### src/rtl/anc_csum_pkg.sv
package anc_csum_pkg;

    typedef enum logic [2:0] {
        ST_HUNT,
        ST_FLAG_A,
        ST_FLAG_B,
        ST_ID,
        ST_SID,
        ST_COUNT,
        ST_USER,
        ST_SUM
    } anc_state_e;

endpackage

### src/rtl/anc_pkt_tracker.sv
module anc_pkt_tracker
    import anc_csum_pkg::*;
#(
    parameter int DATA_W = 10,
    parameter int CNT_W  = 8
) (
    input  logic              clk,
    input  logic              rst_n,
    input  logic [DATA_W-1:0] word,
    input  logic              valid,
    input  logic              region,
    output logic              sum_load,
    output logic              sum_add,
    output logic              cs_slot
);

    localparam logic [DATA_W-1:0] WORD_ZERO = '0;
    localparam logic [DATA_W-1:0] WORD_ONES = '1;
    localparam logic [CNT_W-1:0]  CNT_ONE   = CNT_W'(1);
    localparam logic [CNT_W-1:0]  CNT_NONE  = '0;

    anc_state_e        state, state_nxt;
    logic [CNT_W-1:0]  remain;
    logic              is_zero, is_ones, live;

    assign is_zero = (word == WORD_ZERO);
    assign is_ones = (word == WORD_ONES);
    assign live    = valid && region;

    // next-state logic
    always_comb begin
        state_nxt = state;
        if (valid) begin
            if (!region) begin
                state_nxt = ST_HUNT;                        // region-drop
            end else begin
                unique case (state)
                    ST_HUNT:   if (is_zero) state_nxt = ST_FLAG_A;
                    ST_FLAG_A: begin
                        if (is_ones)       state_nxt = ST_FLAG_B;
                        else if (is_zero)  state_nxt = ST_FLAG_A;
                        else               state_nxt = ST_HUNT;
                    end
                    ST_FLAG_B: begin
                        if (is_ones)       state_nxt = ST_ID;
                        else if (is_zero)  state_nxt = ST_FLAG_A;
                        else               state_nxt = ST_HUNT;
                    end
                    ST_ID:     state_nxt = is_zero ? ST_FLAG_A : ST_SID;
                    ST_SID:    state_nxt = is_zero ? ST_FLAG_A : ST_COUNT;
                    ST_COUNT: begin
                        if (is_zero)
                            state_nxt = ST_FLAG_A;
                        else if (word[CNT_W-1:0] == CNT_NONE)
                            state_nxt = ST_SUM;             // empty-packet
                        else
                            state_nxt = ST_USER;
                    end
                    ST_USER: begin
                        if (is_zero)               state_nxt = ST_FLAG_A;
                        else if (remain == CNT_ONE) state_nxt = ST_SUM;
                        else                       state_nxt = ST_USER;
                    end
                    ST_SUM:    state_nxt = is_zero ? ST_FLAG_A : ST_HUNT;
                    default:   state_nxt = ST_HUNT;
                endcase
            end
        end
    end

    // state register
    always_ff @(posedge clk or negedge rst_n) begin
        if (!rst_n) state <= ST_HUNT;
        else        state <= state_nxt;
    end

    // user-word countdown
    always_ff @(posedge clk or negedge rst_n) begin
        if (!rst_n) begin
            remain <= '0;
        end else if (live && !is_zero) begin
            if (state == ST_COUNT)     remain <= word[CNT_W-1:0];
            else if (state == ST_USER) remain <= remain - CNT_ONE;
        end
    end

    // outputs
    always_comb begin
        sum_load = 1'b0;
        sum_add  = 1'b0;
        cs_slot  = 1'b0;
        if (region && !is_zero) begin
            unique case (state)
                ST_ID:                    sum_load = valid;
                ST_SID, ST_COUNT, ST_USER: sum_add = valid;
                ST_SUM:                   cs_slot  = 1'b1;
                default: ;
            endcase
        end
    end

endmodule

### src/rtl/anc_sum_acc.sv
module anc_sum_acc #(
    parameter int SUM_W = 9
) (
    input  logic             clk,
    input  logic             rst_n,
    input  logic             load,
    input  logic             add,
    input  logic [SUM_W-1:0] val,
    output logic [SUM_W-1:0] sum
);

    always_ff @(posedge clk or negedge rst_n) begin
        if (!rst_n)    sum <= '0;
        else if (load) sum <= val;
        else if (add)  sum <= sum + val;   // wraps modulo 2**SUM_W
    end

endmodule

### src/rtl/anc_word_emit.sv
module anc_word_emit #(
    parameter int DATA_W = 10,
    localparam int SUM_W = DATA_W - 1
) (
    input  logic              clk,
    input  logic              rst_n,
    input  logic [DATA_W-1:0] word,
    input  logic              valid,
    input  logic              cs_slot,
    input  logic              ins_en_n,
    input  logic [SUM_W-1:0]  sum,
    output logic [DATA_W-1:0] out_word,
    output logic              out_valid
);

    logic [DATA_W-1:0] fixed;
    logic              mismatch, replace;

    assign fixed    = {~sum[SUM_W-1], sum};
    assign mismatch = (word[SUM_W-1:0] != sum);
    assign replace  = cs_slot && !ins_en_n && mismatch;

    always_ff @(posedge clk or negedge rst_n) begin
        if (!rst_n) begin
            out_word  <= '0;
            out_valid <= 1'b0;
        end else begin
            out_valid <= valid;
            if (valid) out_word <= replace ? fixed : word;
        end
    end

endmodule

### src/rtl/anc_csum_fixer.sv
module anc_csum_fixer #(
    parameter int DATA_W = 10,
    parameter int CNT_W  = 8
) (
    input  logic              clk,
    input  logic              rst_n,
    input  logic [DATA_W-1:0] in_word,
    input  logic              in_valid,
    input  logic              anc_region,
    input  logic              ins_en_n,
    output logic [DATA_W-1:0] out_word,
    output logic              out_valid
);

    localparam int SUM_W = DATA_W - 1;

    logic             sum_load, sum_add, cs_slot;
    logic [SUM_W-1:0] sum;

    anc_pkt_tracker #(.DATA_W(DATA_W), .CNT_W(CNT_W)) u_track (
        .clk      (clk),
        .rst_n    (rst_n),
        .word     (in_word),
        .valid    (in_valid),
        .region   (anc_region),
        .sum_load (sum_load),
        .sum_add  (sum_add),
        .cs_slot  (cs_slot)
    );

    anc_sum_acc #(.SUM_W(SUM_W)) u_acc (
        .clk   (clk),
        .rst_n (rst_n),
        .load  (sum_load),
        .add   (sum_add),
        .val   (in_word[SUM_W-1:0]),
        .sum   (sum)
    );

    anc_word_emit #(.DATA_W(DATA_W)) u_emit (
        .clk       (clk),
        .rst_n     (rst_n),
        .word      (in_word),
        .valid     (in_valid),
        .cs_slot   (cs_slot),
        .ins_en_n  (ins_en_n),
        .sum       (sum),
        .out_word  (out_word),
        .out_valid (out_valid)
    );

endmodule

### config.mk
export PLATFORM = sky130hd
export DESIGN_NAME = anc_csum_fixer
export DESIGN_NICKNAME = d
export VERILOG_FILES = /design/src/rtl/anc_csum_pkg.sv /design/src/rtl/anc_pkt_tracker.sv /design/src/rtl/anc_sum_acc.sv /design/src/rtl/anc_word_emit.sv /design/src/rtl/anc_csum_fixer.sv
export SDC_FILE = /design/constraint.sdc
export NUM_CORES = 1
export LEC_CHECK = 0
export BUFFER_PORTS_ARGS = -buffer_cell sky130_fd_sc_hd__buf_2
export CAP_MARGIN = 5
export CELL_PAD_IN_SITES_DETAIL_PLACEMENT = 1
export CELL_PAD_IN_SITES_GLOBAL_PLACEMENT = 1
export CORE_MARGIN = 4
export CORE_UTILIZATION = 40
export DETAILED_ROUTE_END_ITERATION = 8
export HOLD_SLACK_MARGIN = 0.12
export PLACE_DENSITY_LB_ADDON = 0.1
export SYNTH_ARGS = -nofsm -noshare
export SYNTH_HDL_FRONTEND = slang
export SYNTH_SLANG_ARGS = --single-unit
### constraint.sdc
create_clock -name clk -period 2.1 [get_ports clk]
set_clock_uncertainty 0.05 [all_clocks]
set_input_delay 0.105 -clock clk [delete_from_list [all_inputs] [get_ports clk]]
set_output_delay 0.105 -clock clk [all_outputs]
set_load 0.03 [all_outputs]
# Word-level counts from Yosys, hierarchy flattened

Index checks and enable logic that the tools add are counted.

Output and inout port bits: 11
Logic and storage cells: 57
Register bits after elaboration: 31
Input bits: 15

Reductions and logical operators: 15
Add/sub/neg operators: 2
Multiplexer cells: 23
Bitwise operators: 1
Eq/ne operators: 11

Operators by type and width:

| cell                                                                   | count |
|---|---|
| 3-bit 2-to-1 mux                                                       | 8 |
| 3-bit one-hot mux with 8 select lines                                  | 1 |
| 9-bit 2-to-1 mux                                                       | 2 |
| 8-bit 2-to-1 mux                                                       | 2 |
| 3-bit equality test (second input constant)                            | 4 |
| 10-bit equality test (second input constant)                           | 1 |
| 10-bit logical NOT                                                     | 1 |
| 10-bit 2-to-1 mux                                                      | 1 |
| 9-bit adder                                                            | 1 |
| 1-bit 2-to-1 mux                                                       | 9 |
| 9-bit != test                                                          | 1 |
| 8-bit by 1-bit equality test with 1-bit output (second input constant) | 1 |
| 8-bit logical NOT                                                      | 1 |
| 8-bit by 1-bit subtractor with 8-bit output (second input constant)    | 1 |
| 3-bit by 2-bit equality test with 1-bit output (second input constant) | 2 |
| 1-bit logical AND                                                      | 5 |
| 2-bit AND reduction                                                    | 2 |
| 2-bit nonzero test                                                     | 2 |
| 3-bit by 1-bit equality test with 1-bit output (second input constant) | 1 |
| 3-bit logical NOT                                                      | 1 |
| 3-bit by 2-bit != test with 1-bit output (second input constant)       | 1 |
| 3-bit OR reduction                                                     | 1 |
| 1-bit logical NOT                                                      | 2 |
| 1-bit NOT                                                              | 1 |

# Longest topological paths before layout

Word-level depth: 7
Gate-level depth with buffers: 9
Gate-level depth less buffers: 8

# Hierarchy

From an unflattened synthesis, not the netlist that was laid out.

Cells, all modules: 262
Area total of the unflattened synthesis: 2444.8 µm²

By module, submodules not included:

| module          | area an instance (µm²) | seq. area each (µm²) | cells each | instances |
|---|---|---|---|---|
| anc_pkt_tracker | 925.9                  | 275.3                | 101        | 1 |
| anc_sum_acc     | 787.0                  | 225.2                | 83         | 1 |
| anc_word_emit   | 732.0                  | 275.3                | 78         | 1 |

# Worst setup path before layout

Ideal clock, no wire load.

Path type: register to register
Start point: register u_acc.sum[0]
End point: register u_acc.sum[8]
Slack: -16 ps
Required time: 1981 ps
Cell stages (with the launch flop): 9
Setup time: 69 ps
Buffers on the path: 0
Period minus slack after synthesis: 2116 ps
Arrival: 1997 ps
Cells stage by stage: dfrtp_1 > ha_1 > fa_1 > a21o_1 > nand4_1 > nand3_1 > a31oi_1 > mux2_2 > nand3_1

Cells in the longest elaborated chain, start to end: 3

Ends and longest elaborated chain:

| item                   | RTL line          | RTL |
|---|---|---|
| start, declared        | anc_sum_acc.sv:9  | `output logic [SUM_W-1:0] sum` |
| start signal, assigned | anc_sum_acc.sv:14 | `else if (load) sum <= val;` |
| start signal, assigned | anc_sum_acc.sv:15 | `else if (add) sum <= sum + val;` |
| 9-bit adder            | anc_sum_acc.sv:15 |  |
| 9-bit 2-to-1 mux       | anc_sum_acc.sv:15 |  |
| 9-bit 2-to-1 mux       | anc_sum_acc.sv:14 |  |

No other way between the ends. The select of a mux whose other input is x is not followed.
A chain may end at the register's enable or synchronous reset.

# Worst setup path in the final report

Start point: register u_acc.sum[5]
End point: register u_emit.out_word[2]

Cells in the longest elaborated chain, start to end: 3

Ends and longest elaborated chain:

| item                 | RTL line            | RTL |
|---|---|---|
| 9-bit != test        | anc_word_emit.sv:20 | `assign mismatch = (word[SUM_W-1:0] != sum);` |
| 1-bit logical AND    | anc_word_emit.sv:21 | `assign replace = cs_slot && !ins_en_n && mismatch;` |
| 10-bit 2-to-1 mux    | anc_word_emit.sv:29 | `if (valid) out_word <= replace ? fixed : word;` |
| end signal, assigned | anc_word_emit.sv:29 |  |
| end, declared        | anc_word_emit.sv:12 | `output logic [DATA_W-1:0] out_word,` |

No other way between the ends.

==> metrics.txt <==
area growth from synthesis to layout 29.1%; Finished Layout Cells 349; Placer Congestion 0.830; first-pass GRT wire length 10.5 mm; Die Span X 79.9 µm; CTS tree yes; asr flop ratio synth 100%; Final Util 55.0%; IO buf count 25; Starting Density 42.6%; number of distinct library cells after synthesis 44; CP Data Required Time 2.21 ns; Vias 1,953; Final Power 2060 µW; final setup violation count 0; Synth top area share 37.5%; CTS max path bufs 2; EDFF count, synth 0; top cells by count, synth 31 x dfrtp_1, 27 x nor2_1, 24 x a21oi_1; Area contributors post-synth dfrtp_1 38%, ha_1 6.1%, a21oi_1 5.8%, mux2i_1 5.3%, nor2_1 4.9%; max cap viols 0; final WL 6.49 mm; Pre-antenna DRT Iters 4; Die ar. 6380 µm²; Slew @ Worst Pin 0.746 ns; DR iter-0 viols 102; final net count 308; layout cells sized above 1 30.1%; clk_lat worst skew 0.29 ns; vias in the first global route 2,139; grt ovf 0; synthesized cell area 2070 µm²; Final Hold Vio Count 0; largest net degree at the start of global routing 32; Detail Route Antenna Nets 0; placed cell count 340; Post-Syn Instances 229; crit end category register; Critical Path Start Type register; Yosys top cell by area dfrtp_1; DP HPWL 4.74 mm; Syn Area/Cell 9.03 µm²; maximum vdd ir drop 316 µV; post-synthesis sequential area ratio 37.5%; I/O Pins 26; RSZ-0062 raised after global routing yes; Num CTS Buffers 5; r2r setup slk 0.03 ns; critical path type register to register; clock slew at reported path FFs 0.08 ns; Core ar. 4850 µm²; achievable frequency 0.484 GHz; Fin Hold WS 0.126 ns; fin crit share 98.4%; clk sinks 31; H-tree depth 2; root buffer cell clkbuf_8; number of antenna violations at the first check in global routing 0; Worst slew margin 50.3%; max-slew violations 0; CP Max Fanout 10; most numerous cell in the Yosys netlist dfrtp_1; drt drc 0; cell row count 25; hold crit path type input pin to register; syn nets 255; Lkg Pwr 0.00123 µW; wire per inst 18.6 µm; Power Dens Cells 773 nW/µm²; Critical Path AT 2.17 ns; DIE HEIGHT 79.9 µm; min cycle time layout 2.07 ns; status finished, final reports clean; pre-CTS setup slack -0.112 ns; Synth warnings 0; PnR worst setup slack 0.0336 ns; #FFs+latches synth 31; antenna cell count 0; gr usage total 21.2%; Primary FF master, synth dfrtp_1; DR vias/cell 5.60
## worst paths after layout
check | from | depth (start not counted) | to
worst max-delay path | u_acc.sum[5] | 8 | u_emit.out_word[2]
worst min-delay path | in_valid | 3 | u_track.state[0]
worst max register to register | u_acc.sum[5] | 8 | u_emit.out_word[2]
worst min register to register | u_emit.out_word[1] | 2 | u_emit.out_word[1]
max in group asynchronous | rst_n | 2 | u_track.remain[0]
min in group asynchronous | rst_n | 2 | u_acc.sum[5]
## layout by cell type (no fill, tap or decap), types with 2 or more instances in the layout
master / count
o21ai_0: 13
a21oi_1: 24
nand3_1: 7
inv_1: 7
dfrtp_1: 31
nand2_1: 14
ha_1: 4
a31oi_1: 2
nor3_1: 10
o22ai_1: 6
nor2_1: 27
xor2_1: 2
ha_4: 5
a2bb2oi_1: 2
mux2i_1: 10
a22oi_1: 5
nor3b_1: 2
a21o_1: 3
buf_2: 25
nand3_2: 2
nand4_1: 4
nor4_1: 2
nor4_2: 2
xnor2_1: 5
and3_1: 5
clkbuf_8: 6
nor4_4: 2
buf_4: 31
## where the power goes
| group | switching (µW) | internal (µW) | total [µW] |
|---|---|---|---|
| logic | 428 | 412 | 840 |
| clock network | 237 | 257 | 494 |
| registers | 59.2 | 668 | 727 |
## layer usage
metal  wire, µm  vias up  global-route usage [%]
li1           -      938                       -
met1       3050      963                    28.6
met2       3120       43                    35.1
met3        247        9                    3.84
met4         74        0                    4.90
met5          0        -                       0
## area by class of cell
| type | instances | area [µm²] |
|---|---|---|
| clock buffer | 6 | 82.6 |
| sequential | 31 | 776 |
| inverter | 7 | 26.3 |
| multi-input combinational | 179 | 1310 |
| tap | 67 | 83.8 |
| clock inverter | 1 | 5.00 |
| fill | 570 | 2180 |
| timing repair buffer | 58 | 388 |
## per-stage QoR
stage / setup TNS (ns) / cell area, µm²
final: 0 / 2670
after global routing: -0.135 / 2670
after CTS: 0 / 2570
after detailed placement: -0.112 / 2450
after global placement: -0.0735 / 2450
after floorplan: 0 / 2070
## state kept, by name, indices dropped and copies added, names as in the netlist
name / flops
u_acc.sum: 9
u_track.remain: 8
u_emit.out_word: 10
u_emit.out_valid: 1
u_track.state: 3
## worst max-delay path, cell delays in order (launching register included)
cell     delay, ns
dfrtp_1       0.45
ha_4          0.25
nor4_1        0.26
and3_1        0.25
nor4_2        0.05
nand3_1       0.13
buf_12        0.16
mux2i_1       0.24
a21oi_1       0.10
## what timing repair did
item / 4_1_cts / 5_1_grt
buffers inserted: 0 / 1
resized for setup: 5 / 9
hold buffers: 1 / 0
endpoints found under the hold margin: 31 / 0
pin swaps: 2 / 5
endpoints found under the setup margin: 3 / 10
cloned: 0 / 0
## cell families (layout without fill, tap and decap cells)
family / after synthesis / after routing / synth area share (%)
buffers and inverters: 19 / 72 / 4.90
flip-flops: 31 / 31 / 37.5
AO/OA/AOI/OAI: 65 / 65 / 19.5
multiplexers: 13 / 13 / 6.42
AND/OR/NAND/NOR: 83 / 83 / 21.7
adder cells (fa/ha/maj): 11 / 11 / 7.02
XOR/XNOR: 7 / 7 / 2.97
Note: power is estimated with default switching activity, not from simulation.
